--- src/rtl/mbist_pkg.sv ---
package mbist_pkg;

  typedef enum logic [1:0] {
    PAT_ZERO,
    PAT_ONE,
    PAT_CHK,
    PAT_ICHK
  } patSel_e;

  typedef enum logic [3:0] {
    EL_W0,
    EL_R0,
    EL_W1,
    EL_R1,
    EL_WC,
    EL_RC,
    EL_WI,
    EL_RI,
    EL_UP,
    EL_DN
  } elem_e;

  typedef struct packed {
    logic    clr;
    logic    rdEn;
    logic    wrEn;
    patSel_e rdPat;
    patSel_e wrPat;
  } ctlStrobe_t;

endpackage

--- src/rtl/mbist_ctrl.sv ---
module mbist_ctrl
  import mbist_pkg::*;
#(
  parameter int ADDR_W = 4
) (
  input  logic              clk,
  input  logic              rstN,
  input  logic              start,
  output ctlStrobe_t        strobe,
  output logic [ADDR_W-1:0] addr,
  output logic              done
);

  localparam logic [ADDR_W-1:0] MAX_A = '1;

  typedef enum logic [1:0] {ST_IDLE, ST_RUN, ST_DONE} state_e;

  state_e  state;
  elem_e   elem;
  elem_e   nextElem;
  logic    second;
  logic    isRd, isWr, isRw, descend;
  patSel_e rdPat, wrPat;
  logic    running, stepEnd, lastAddr, lastElem, finishing, accept;

  always_comb begin
    isRd    = 1'b0;
    isWr    = 1'b0;
    isRw    = 1'b0;
    descend = 1'b0;
    rdPat   = PAT_ZERO;
    wrPat   = PAT_ZERO;
    case (elem)
      EL_W0: begin isWr = 1'b1; wrPat = PAT_ZERO; end
      EL_R0: begin isRd = 1'b1; rdPat = PAT_ZERO; end
      EL_W1: begin isWr = 1'b1; wrPat = PAT_ONE;  end
      EL_R1: begin isRd = 1'b1; rdPat = PAT_ONE;  end
      EL_WC: begin isWr = 1'b1; wrPat = PAT_CHK;  end
      EL_RC: begin isRd = 1'b1; rdPat = PAT_CHK;  end
      EL_WI: begin isWr = 1'b1; wrPat = PAT_ICHK; end
      EL_RI: begin isRd = 1'b1; rdPat = PAT_ICHK; end
      EL_UP: begin isRw = 1'b1; rdPat = PAT_ICHK; wrPat = PAT_CHK; end
      EL_DN: begin isRw = 1'b1; descend = 1'b1; rdPat = PAT_CHK; wrPat = PAT_ICHK; end
      default: ;
    endcase
  end

  assign running   = (state == ST_RUN);
  assign stepEnd   = isRw ? second : 1'b1;
  assign lastAddr  = descend ? (addr == '0) : (addr == MAX_A);
  assign lastElem  = (elem == EL_DN);
  assign finishing = running && stepEnd && lastAddr && lastElem;
  assign accept    = start && !running;
  assign nextElem  = elem_e'(elem + 4'd1);

  always_comb begin
    strobe.clr   = accept;
    strobe.rdEn  = running && (isRd || (isRw && !second));
    strobe.wrEn  = running && (isWr || (isRw && second));
    strobe.rdPat = rdPat;
    strobe.wrPat = wrPat;
  end

  assign done = (state == ST_DONE);

  always_ff @(posedge clk or negedge rstN) begin
    if (!rstN) begin
      state  <= ST_IDLE;
      elem   <= EL_W0;
      addr   <= '0;
      second <= 1'b0;
    end else if (accept) begin
      state  <= ST_RUN;
      elem   <= EL_W0;
      addr   <= '0;
      second <= 1'b0;
    end else if (running) begin
      if (isRw) second <= !second;
      if (stepEnd) begin
        if (lastAddr) begin
          if (lastElem) begin
            state <= ST_DONE;
          end else begin
            elem <= nextElem;
            addr <= (nextElem == EL_DN) ? MAX_A : '0;
          end
        end else begin
          addr <= descend ? addr - 1'b1 : addr + 1'b1;
        end
      end
    end
  end

  a_r2_one_op: assert property (@(posedge clk) disable iff (!rstN)
    !(strobe.wrEn && strobe.rdEn));

  a_r7_done_hold: assert property (@(posedge clk) disable iff (!rstN)
    (done && !start) |=> (done && !strobe.wrEn && !strobe.rdEn));

  a_r8_busy_ignore: assert property (@(posedge clk) disable iff (!rstN)
    (running && start && !finishing) |=> running);

  a_r11_rw_pair: assert property (@(posedge clk) disable iff (!rstN)
    (strobe.rdEn && isRw) |=> (strobe.wrEn && $stable(addr)));

endmodule

--- src/rtl/mbist_dp.sv ---
module mbist_dp
  import mbist_pkg::*;
#(
  parameter int ADDR_W = 4,
  parameter int DATA_W = 8
) (
  input  logic              clk,
  input  logic              rstN,
  input  ctlStrobe_t        strobe,
  input  logic [ADDR_W-1:0] addr,
  input  logic [DATA_W-1:0] rdData,
  output logic [DATA_W-1:0] wrData,
  output logic              fail,
  output logic [ADDR_W-1:0] failAddr
);

  logic [DATA_W-1:0] chkEven;
  logic [DATA_W-1:0] expWord;
  logic              cmpValid;
  logic [ADDR_W-1:0] cmpAddr;
  logic [DATA_W-1:0] cmpExp;
  logic              mismatch;

  for (genvar i = 0; i < DATA_W; i++) begin : g_chk
    assign chkEven[i] = ((i % 2) == 0);
  end

  function automatic logic [DATA_W-1:0] patWord(input patSel_e sel, input logic odd,
                                                input logic [DATA_W-1:0] cb);
    case (sel)
      PAT_ZERO: patWord = '0;
      PAT_ONE:  patWord = '1;
      PAT_CHK:  patWord = odd ? ~cb : cb;
      default:  patWord = odd ? cb : ~cb;
    endcase
  endfunction

  always_comb wrData  = patWord(strobe.wrPat, addr[0], chkEven);
  always_comb expWord = patWord(strobe.rdPat, addr[0], chkEven);

  assign mismatch = cmpValid && (rdData != cmpExp);

  always_ff @(posedge clk or negedge rstN) begin
    if (!rstN) begin
      cmpValid <= 1'b0;
      cmpAddr  <= '0;
      cmpExp   <= '0;
      fail     <= 1'b0;
      failAddr <= '0;
    end else begin
      cmpValid <= strobe.rdEn;
      if (strobe.rdEn) begin
        cmpAddr <= addr;
        cmpExp  <= expWord;
      end
      if (strobe.clr) begin
        fail     <= 1'b0;
        failAddr <= '0;
      end else if (mismatch && !fail) begin
        fail     <= 1'b1;
        failAddr <= cmpAddr;
      end
    end
  end

  a_r6_first_addr: assert property (@(posedge clk) disable iff (!rstN)
    (fail && !strobe.clr) |=> (fail && $stable(failAddr)));

  a_r9_clear: assert property (@(posedge clk) disable iff (!rstN)
    strobe.clr |=> !fail);

endmodule

--- src/rtl/mbist_engine.sv ---
module mbist_engine
  import mbist_pkg::*;
#(
  parameter int ADDR_W = 4,
  parameter int DATA_W = 8
) (
  input  logic              clk,
  input  logic              rstN,
  input  logic              start,
  output logic [ADDR_W-1:0] ramAddr,
  output logic [DATA_W-1:0] ramWdata,
  output logic              ramWe,
  output logic              ramRe,
  input  logic [DATA_W-1:0] ramRdata,
  output logic              done,
  output logic              fail,
  output logic [ADDR_W-1:0] failAddr
);

  ctlStrobe_t        strobe;
  logic [ADDR_W-1:0] addr;

  mbist_ctrl #(.ADDR_W(ADDR_W)) ctrl_i (
    .clk    (clk),
    .rstN   (rstN),
    .start  (start),
    .strobe (strobe),
    .addr   (addr),
    .done   (done)
  );

  mbist_dp #(.ADDR_W(ADDR_W), .DATA_W(DATA_W)) dp_i (
    .clk      (clk),
    .rstN     (rstN),
    .strobe   (strobe),
    .addr     (addr),
    .rdData   (ramRdata),
    .wrData   (ramWdata),
    .fail     (fail),
    .failAddr (failAddr)
  );

  assign ramAddr = addr;
  assign ramWe   = strobe.wrEn;
  assign ramRe   = strobe.rdEn;

endmodule

--- config.mk ---
export PLATFORM = sky130hd
export DESIGN_NAME = mbist_engine
export DESIGN_NICKNAME = d
export VERILOG_FILES = /design/src/rtl/mbist_pkg.sv /design/src/rtl/mbist_ctrl.sv /design/src/rtl/mbist_dp.sv /design/src/rtl/mbist_engine.sv
export SDC_FILE = /design/constraint.sdc
export NUM_CORES = 1
export LEC_CHECK = 0
export BUFFER_PORTS_ARGS = -buffer_cell sky130_fd_sc_hd__buf_2
export CAP_MARGIN = 20
export CORE_UTILIZATION = 30
export DETAILED_ROUTE_END_ITERATION = 10
export PLACE_DENSITY_LB_ADDON = 0.12
export SETUP_SLACK_MARGIN = 0.4
export SYNTH_ARGS = -nofsm -noshare
export SYNTH_HDL_FRONTEND = slang
export SYNTH_SLANG_ARGS = --single-unit
export TNS_END_PERCENT = 50
--- constraint.sdc ---
create_clock -name clk -period 1.92 [get_ports clk]
set_input_delay 0.384 -clock clk [delete_from_list [all_inputs] [get_ports clk]]
set_output_delay 0.384 -clock clk [all_outputs]
set_load 0.05 [all_outputs]
### After elaboration in Yosys (flattened, before gate mapping)

Cells that the tools add are included.

| storage, ports and cells | value |
|---|---|
| flip-flop bits (word level) | 29 |

| operators by class | value |
|---|---|
| add/subtract/negate cells | 3 |
| equality and inequality tests | 20 |
| mux-type cells | 36 |
| reduce and logical (&&, ||, !) cells | 33 |

Operators by type and width:

| cell | number |
|---|---|
| two-way mux 4 bit | 14 |
| one-hot mux 8 bit (3 select lines) | 2 |
| == test 4 x 3 -> 1 bit, second input constant | 4 |
| == test 4 bit, second input constant | 4 |
| two-way mux 8 bit | 2 |
| one-hot mux 2 bit (3 select lines) | 2 |
| nonzero test 2 bit | 6 |
| two-way mux 1 bit | 11 |
| two-way mux 2 bit | 5 |
| OR reduction 2 bit | 5 |
| adder 4 x 1 -> 4 bit, second input constant | 2 |
| == test 4 x 2 -> 1 bit, second input constant | 2 |
| logical NOT 4 bit | 2 |
| != test 8 bit | 1 |
| AND reduction 4 bit | 2 |
| OR reduction 4 bit | 2 |
| logical AND 1 bit | 7 |
| == test 2 x 1 -> 1 bit, second input constant | 3 |
| == test 2 bit, second input constant | 3 |
| == test 4 x 1 -> 1 bit, second input constant | 1 |
| logical NOT 2 bit | 2 |
| subtractor 4 x 1 -> 4 bit, second input constant | 1 |
| logical NOT 1 bit | 3 |
| != test 3 bit, second input constant | 1 |
| 4 further kinds | 5 |

### Longest topological paths before layout

Gate-level depths: netlist of the first run.

| logic depth | value |
|---|---|
| word-level depth | 8 |
| depth in mapped cells | 11 |

### Modules after synthesis

Synthesis of the first run repeated with hierarchy kept, for this count alone.

| unflattened totals | value |
|---|---|
| cells, all modules | 156 |
| area total of the unflattened synthesis | 1575.3 um^2 |

Modules (own cells, without submodules):

| module | instances | cells an instance | area an instance (um^2) |
|---|---|---|---|
| mbist_ctrl | 1 | 99 | 939.7 |
| mbist_dp | 1 | 57 | 635.6 |

### Worst setup path before layout of the first run

No wires, ideal clock.

| timing | value |
|---|---|
| path type | reg2out |
| start | register ctrl_i.addr[0] |
| end | output port ramWdata[3] |
| arrival time | 2.517 ns |
| required time | 1.536 ns |
| slack | -0.981 ns |
| cell stages (with the launch flop) | 6 |
| cell sequence | dfrtp_1 buf_6 clkbuf_1 mux2i_1 o22ai_1 buf_4 |

| between the ends | value |
|---|---|
| longest elaborated chain between the ends | 2 |

RTL lines:

| item | line | text |
|---|---|---|
| start, declared | mbist_ctrl.sv:10 | `output logic [ADDR_W-1:0] addr,` |
| start signal, assigned | mbist_ctrl.sv:85 | `addr <= (nextElem == EL_DN) ? MAX_A : '0;` |
| start signal, assigned | mbist_ctrl.sv:88 | `addr <= descend ? addr - 1'b1 : addr + 1'b1;` |
| two-way mux 8 bit, on equally long branches | mbist_dp.sv:34, mbist_dp.sv:33 |  |
| one-hot mux 8 bit (3 select lines) (*) | mbist_dp.sv:30 | `case (sel)` |
| end, declared | mbist_engine.sv:11 | `output logic [DATA_W-1:0] ramWdata,` |

Every way passes the cells marked *; elsewhere a longest branch is shown, timed or not.

### Worst setup path in the final report of the first run

| timing | value |
|---|---|
| start | register ctrl_i.elem[0] |
| end | output port ramWdata[4] |

| between the ends | value |
|---|---|
| longest elaborated chain between the ends | 5 |

RTL lines:

| item | line | text |
|---|---|---|
| start, declared | mbist_ctrl.sv:19 | `elem_e elem;` |
| start signal, assigned | mbist_ctrl.sv:84 | `elem <= nextElem;` |
| == test 4 x 3 -> 1 bit / == test 4 bit (equally long branches) | mbist_ctrl.sv:33 | `case (elem)` |
| OR reduction 2 bit (no line) | -- |  |
| one-hot mux 2 bit (3 select lines) (*) | mbist_ctrl.sv:33 |  |
| == test 2 bit, or another cell as far along | mbist_dp.sv:30 |  |
| one-hot mux 8 bit (3 select lines) (*) | mbist_dp.sv:30 |  |

Marks and branches as above.

==> flow_summary.json, run 1 <==
{
  "drc": 0,
  "slew_headroom_pct": 63.9,
  "cts_tree": "yes",
  "gp_congestion": 0.810,
  "cts_buffers": 3,
  "cp.depth": 8,
  "crit_path_max_incr_delay_ps": 430,
  "regArea_um2": 579,
  "clockBufferDepth": 2,
  "period_needed_ps": 2170,
  "htree_levels": 1,
  "hp-class": "in2async",
  "cp-end-kind": "output port",
  "drtIter0Drc": 62,
  "dieArea_um2": 5640,
  "cts_root_buf": "clkbuf_8",
  "die_h_um": 75.1,
  "num_rows": 26,
  "syn_nets": 191,
  "core_um2": 5140,
  "async_flop_share_pct": 100,
  "status": "complete, but fails checks",
  "slew_viol_final": 0,
  "synth_cell_types": 47,
  "fillers": 475,
  "worstPathArrival_ps": 1780,
  "min_period_over_period_pct": 113,
  "grt_use_total_pct": 16.5,
  "grt-ovfl-total": 0,
  "die_x_um": 75.1,
  "stdcell_area_um2": 2550,
  "synth-edff-count": 0,
  "crit_top_cell": "buf_6",
  "tightestPinTransition_ps": 541,
  "utilization_pct": 49.6,
  "initial_core_util_pct": 31.2,
  "hold_viol_final": 0,
  "cp_cell_sequence": "inv_2 > ha_4 > buf_6 > nand2b_4 > o21ai_2 > a21oi_2 > o22ai_4 > buf_6",
  "synth_top_cell_area_share_pct": 35.9,
  "grt_pass1_vias": 1498,
  "finClkSkew_ps": 6.16,
  "synthTopCellsByArea": "dfrtp_1 (36%), mux2i_1 (5.0%), ha_1 (4.7%)",
  "clkLatencyLatePin_ps": 270,
  "final.setup.tns_ps": -2800,
  "grt_first_pass_wirelength_mm": 6.96,
  "ys.flop_type": "dfrtp_1",
  "clk_pin_slew_ps": 90,
  "seq_area_frac_synth_pct": 35.9,
  "drive_gt1_share_pct": 56.4,
  "firstDrtPassIters": 4,
  "dpl.hpwl_mm": 3.11,
  "rsz0062_at_grt": "yes",
  "start_kind": "register",
  "multi_input_area_um2": 1230,
  "required_ps": 1540,
  "routed_wl_mm": 4.45,
  "ys_warn_count": 0,
  "crit_fanout": 5,
  "synth_area_leader_cell": "dfrtp_1",
  "postRouteAntennaNets": 0,
  "cts_sinks": 23,
  "ios": 31,
  "area_delta_synth_final_pct": 59.0,
  "fin_nets": 252,
  "power.density_nw_per_um2": 1810,
  "maxCapViolations": 0,
  "synth_seq_cells": 23,
  "netlist_instances": 174,
  "placed_cell_area_um2": 2090,
  "antenna_found_initial": 0,
  "cts_hold_buf": 0,
  "crit_type": "reg2out",
  "routedWlPerCell_um": 14.6,
  "cpMaxStageDelayCell": "dfrtp_1",
  "total_leakage_power_uw": 0.00112,
  "port_buffers": 30,
  "cp_num_buf_inv": 3,
  "violations": "setup timing",
  "r2r_cells": 11,
  "cpLargestDelayFamily": "compound AO/OA/AOI/OAI gates",
  "fmax_ghz": 0.462,
  "diodes": 0,
  "syn_avg_cell_area_um2": 9.21,
  "setup_viol": 20,
  "peakVddDrop_mv": 0.700,
  "via_per_inst": 5.10,
  "num_vias": 1551,
  "finalWorstSetupSlack_ps": -246,
  "grt_max_degree": 24,
  "syn_area_um2": 1600
}
-- through the flow --
step           cells  power, uW  hold WS [ps]  setup slack [ps]
2_1_floorplan    174       3050          88.4              -229
6_report         304       4620          87.4              -246
4_1_cts          301       4450           101              -235
5_1_grt          304       4890           133              -323
3_5_place_dp     290       3570           401              -118
3_3_place_gp     290       3530           393             -78.4
-- what timing repair did --
item                                    in CTS  in global routing
resized for setup                           68                 15
pin swaps                                   24                 10
buffers inserted                             7                  3
endpoints found under the setup margin      32                 34
-- logic make-up (layout without fill, tap and decap cells) --
kind of cell	after synthesis	count (layout)	synth area share (%)
buffers and inverters	21	81	7.42
AOI/OAI and AO/OA	47	47	20.1
DFF	23	23	35.9
muxes	15	15	10.1
and+or+nand+nor	61	61	21.2
adders and majority gates	6	6	4.68
xor gates and xnor gates	1	1	0.547
-- cell type report --
| class | instances | share of cell area (%) |
|---|---|---|
| multi-input combinational | 130 | 48.1 |
| timing repair buffer | 73 | 23.2 |
| sequential | 23 | 22.7 |
| tap | 70 | 3.44 |
| clock buffer | 3 | 1.62 |
| inverter | 4 | 0.687 |
| clock inverter | 1 | 0.196 |
-- flip-flops by register name, indices dropped and copies added (netlist names) --
name and flops:
dp_i.failAddr 4, dp_i.cmpAddr 4, dp_i.cmpExp 2, dp_i.cmpValid 1
ctrl_i.second 1, dp_i.fail 1, ctrl_i.state 2, ctrl_i.elem 4
ctrl_i.addr 4
-- where the power goes --
part / internal, uW / total, uW / switching, uW
logic: 1530 / 3400 / 1870
registers: 677 / 912 / 235
clock network: 145 / 312 / 167
total: 2350 / 4620 / 2270
-- worst register-to-register path, stage by stage, from the launching register on --
cell	delay, ps
dfrtp_1	390
inv_2	110
ha_4	150
buf_6	110
buf_6	100
nand3b_4	100
inv_4	110
ha_4	210
a21o_1	150
a31oi_1	160
a221oi_1	90
a221o_1	290
-- cells in the final DEF (no fill, tap or decap), types with 2 or more instances in the layout --
cell and instances:
buf_4 33, buf_6 21, dfrtp_1 20, buf_2 17, nor2_1 12, nand2_1 10, nand2b_1 7, o21ai_1 7
a21oi_1 7, mux2_4 6, mux2i_1 5, ha_4 5, o21ai_2 3, a21oi_2 3, o31ai_4 3, nand3_1 3
nand4_1 3, o22ai_1 3, mux2i_4 3, clkbuf_8 3, dfrtp_2 3, inv_2 2, nand2_4 2, nor2_4 2
o22ai_4 2, nor3_4 2, and2_1 2, o31ai_1 2, nor2b_1 2, or4_4 2, a22o_1 2, a211oi_2 2
a21o_1 2, a31oi_1 2
-- cells in the mapped netlist (all sizes together), types with 3 or more instances --
cell type,count
nor3,4
mux2,6
nand4,3
clkbuf,6
o31ai,5
nor2b,3
buf,11
inv,4
nand3,4
a21oi,11
nand2,13
mux2i,9
o22ai,5
nand2b,8
ha,6
nor2,15
dfrtp,23
o21ai,11
-- routing by layer --
layer  part of all wire, %  wire length, um  up-vias  global-route usage (%)
met4                   1.3               60        0                    4.40
met3                   2.3              104        6                    1.74
met2                    52             2320       31                    29.7
met5                     0                0        -                       0
met1                    44             1970      767                    20.9
li1                      -                -      747                       -
-- path summary, 6_finish.rpt --
path	startpoint	endpoint	slack [ps]
max in group asynchronous	rstN	ctrl_i.addr[0]	1440
min reg2reg	dp_i.cmpAddr[2]	dp_i.cmpAddr[2]	520
max reg2reg	ctrl_i.elem[1]	ctrl_i.addr[3]	-150
min	rstN	dp_i.failAddr[2]	90
min in group clk	start	ctrl_i.state[1]	350
max	ctrl_i.elem[0]	ramWdata[4]	-250
Note: power is estimated with default switching activity, not from simulation.
==> run 2: changes to the inputs <==
CORE_ASPECT_RATIO = 0.9   (was default)
CTS_BUF_LIST = sky130_fd_sc_hd__clkbuf_4 sky130_fd_sc_hd__clkbuf_8   (was default)
SYNTH_HIERARCHICAL = 1   (was default)
==> run 2 against run 1 <==
Effect of this change:
- the run still ends with setup timing left
- setup slack got worse by 150 ps
- utilization shrank 0.27 points
- area after synthesis down 1.7%
- final cell count down 6.9%
- via count decreased by 11%
- global-route usage down 1.1 points
- synthesized cell count fell by 10%
- clock skew is 1.1 ps higher
- design area decreased by 4.1%
- largest cell class unchanged
- sequential share of layout area up 0.93 points
- routed wire length is 8.7% lower
==> flow_summary.json, run 2 <==
{
  "seq_area_frac_synth_pct": 36.5,
  "clk_pin_slew_ps": 90,
  "rr_endpoint": "ctrl_i/addr[3]",
  "regArea_um2": 578,
  "cp_cell_sequence": "inv_2 > ha_4 > nor2_2 > nor2b_1 > nor2_1 > a21oi_2 > nand2b_1 > xnor2_4 > buf_6",
  "synth_cell_types": 47,
  "syn_nets": 173,
  "slew_headroom_pct": 64.6,
  "die_h_um": 70.7,
  "async_flop_share_pct": 100,
  "dpl.hpwl_mm": 3.05,
  "ys.flop_type": "dfrtp_1",
  "cts_buffers": 3,
  "gp_congestion": 0.794,
  "synthTopCellsByArea": "dfrtp_1 (37%), ha_1 (4.8%), mux2i_1 (4.4%)",
  "slew_viol_final": 0,
  "ys_warn_count": 6,
  "routedWlPerCell_um": 14.4,
  "period_needed_ps": 2310,
  "netlist_instances": 156,
  "r2r_start": "ctrl_i/elem[1]",
  "fin_nets": 236,
  "grt_first_pass_wirelength_mm": 6.71,
  "finClkSkew_ps": 7.25,
  "tightestPinTransition_ps": 532,
  "multi_input_area_um2": 1120,
  "crit_start": "ctrl_i/elem[0]",
  "grt_pass1_vias": 1440,
  "cp-end-kind": "output port",
  "dieArea_um2": 5540,
  "rsz0062_at_grt": "yes",
  "routed_wl_mm": 4.07,
  "fmax_ghz": 0.432,
  "final_common_cell": "buf_4",
  "fillers": 477,
  "cts_sinks": 23,
  "via_per_inst": 4.87,
  "rrSetupSlack_ps": -220,
  "cts_hold_buf": 0,
  "diodes": 0,
  "synth_common_cells": "dfrtp_1 (23), nor2_1 (11), a21oi_1 (10), inv_1 (10), nand2b_1 (10)",
  "clkLatencyLatePin_ps": 270,
  "synth_top_cell_area_share_pct": 36.5,
  "cts_root_buf": "clkbuf_8",
  "grt_max_degree": 24,
  "required_ps": 1540,
  "ios": 31,
  "finalWorstSetupSlack_ps": -392,
  "port_buffers": 30,
  "hp-class": "in2async",
  "syn_avg_cell_area_um2": 10.1,
  "hold_viol_final": 0,
  "antenna_found_initial": 0,
  "postRouteAntennaNets": 0,
  "setup_viol": 18,
  "clockBufferDepth": 2,
  "htree_levels": 1,
  "grt-ovfl-total": 0,
  "yosysMostFrequentCell": "dfrtp_1",
  "cts_tree": "yes",
  "layout_common_cells": "buf_4 (29), dfrtp_1 (21), buf_6 (19)",
  "drtIter0Drc": 12,
  "firstDrtPassIters": 4,
  "syn_area_um2": 1580,
  "synth_seq_cells": 23,
  "drc": 0,
  "status": "complete, but fails checks",
  "synth_area_leader_cell": "dfrtp_1",
  "num_rows": 24,
  "drive_gt1_share_pct": 57.3,
  "synth-edff-count": 0,
  "crit_type": "reg2out",
  "maxCapViolations": 0,
  "initial_core_util_pct": 31.8,
  "num_vias": 1377,
  "die_x_um": 78.4,
  "cpMaxStageDelayCell": "dfrtp_2",
  "area_delta_synth_final_pct": 55.1,
  "crit_fanout": 4,
  "min_period_over_period_pct": 120,
  "core_um2": 4950,
  "grt_use_total_pct": 15.4,
  "worstPathArrival_ps": 1930,
  "crit_path_max_incr_delay_ps": 440,
  "pre_cts_slack_ps": -155,
  "start_kind": "register",
  "r2r_cells": 11,
  "violations": "setup timing"
}
## run 2: cell type report
cell class | instances | area share [%]
Clock buffer | 3 | 1.69
Clock inverter | 1 | 0.205
Inverter | 10 | 1.64
Multi-Input combinational cell | 112 | 45.7
Sequential cell | 23 | 23.7
Tap cell | 65 | 3.33
Timing Repair Buffer | 69 | 23.8
## run 2: worst max-delay path by stage
stage / end / slack (ps) / cells past startpoint
floorplan: ramWdata[3] / -350 / 9
global placement: ramWdata[2] / -110 / 7
detailed placement: ramWdata[1] / -160 / 9
CTS: ramWdata[4] / -380 / 9
global route: ramWdata[6] / -480 / 9
finish: ramWdata[6] / -390 / 9
## run 2: kinds of logic (layout without fill, tap and decap cells)
logic type | Yosys count | in the layout | synth area share, %
muxes | 12 | 12 | 8.74
buffers and inverters | 21 | 83 | 8.10
AOI/OAI and AO/OA | 35 | 35 | 18.0
and+or+nand+nor | 52 | 52 | 19.9
xor gates and xnor gates | 7 | 7 | 3.89
adders and majority gates | 6 | 6 | 4.77
DFF | 23 | 23 | 36.5
## run 2: critical path: cells and delay by family, from the launching register on
| kind | cells | cell delay, ps |
|---|---|---|
| AOI/OAI and AO/OA | 1 | 150 |
| xor gates and xnor gates | 1 | 270 |
| adders and majority gates | 1 | 140 |
| buffers and inverters | 2 | 290 |
| DFF | 1 | 440 |
| and+or+nand+nor | 4 | 360 |
## run 2: timing repair
action	CTS	global route
gates resized for setup	49	23
pin swaps	19	13
endpoints found under the hold margin	0	0
setup endpoints to repair	35	36
setup buffers	7	3
## run 2: stage by stage
stage,TNS [ps],area (um^2),hold WS [ps],util [%],cells
floorplan,-3560,1690,88.4,-,156
global placement,-1090,2040,392,41.1,269
detailed placement,-1790,2040,398,41.1,269
CTS,-4000,2340,97.8,47.2,280
global route,-5510,2440,120,49.3,283
finish,-3920,2440,83.3,49.3,283
## run 2: layer usage
metal  wire, um  GRT usage, %  share of wire, %
met2       2040          27.2                50
met1       1780          18.8                44
met3        169          3.61               4.2
met4         76          4.12               1.9
met5          0             0                 0
Power of run 2 is not shown: default switching activity piles up to over one toggle a cycle in this logic, so the estimate is an artifact.
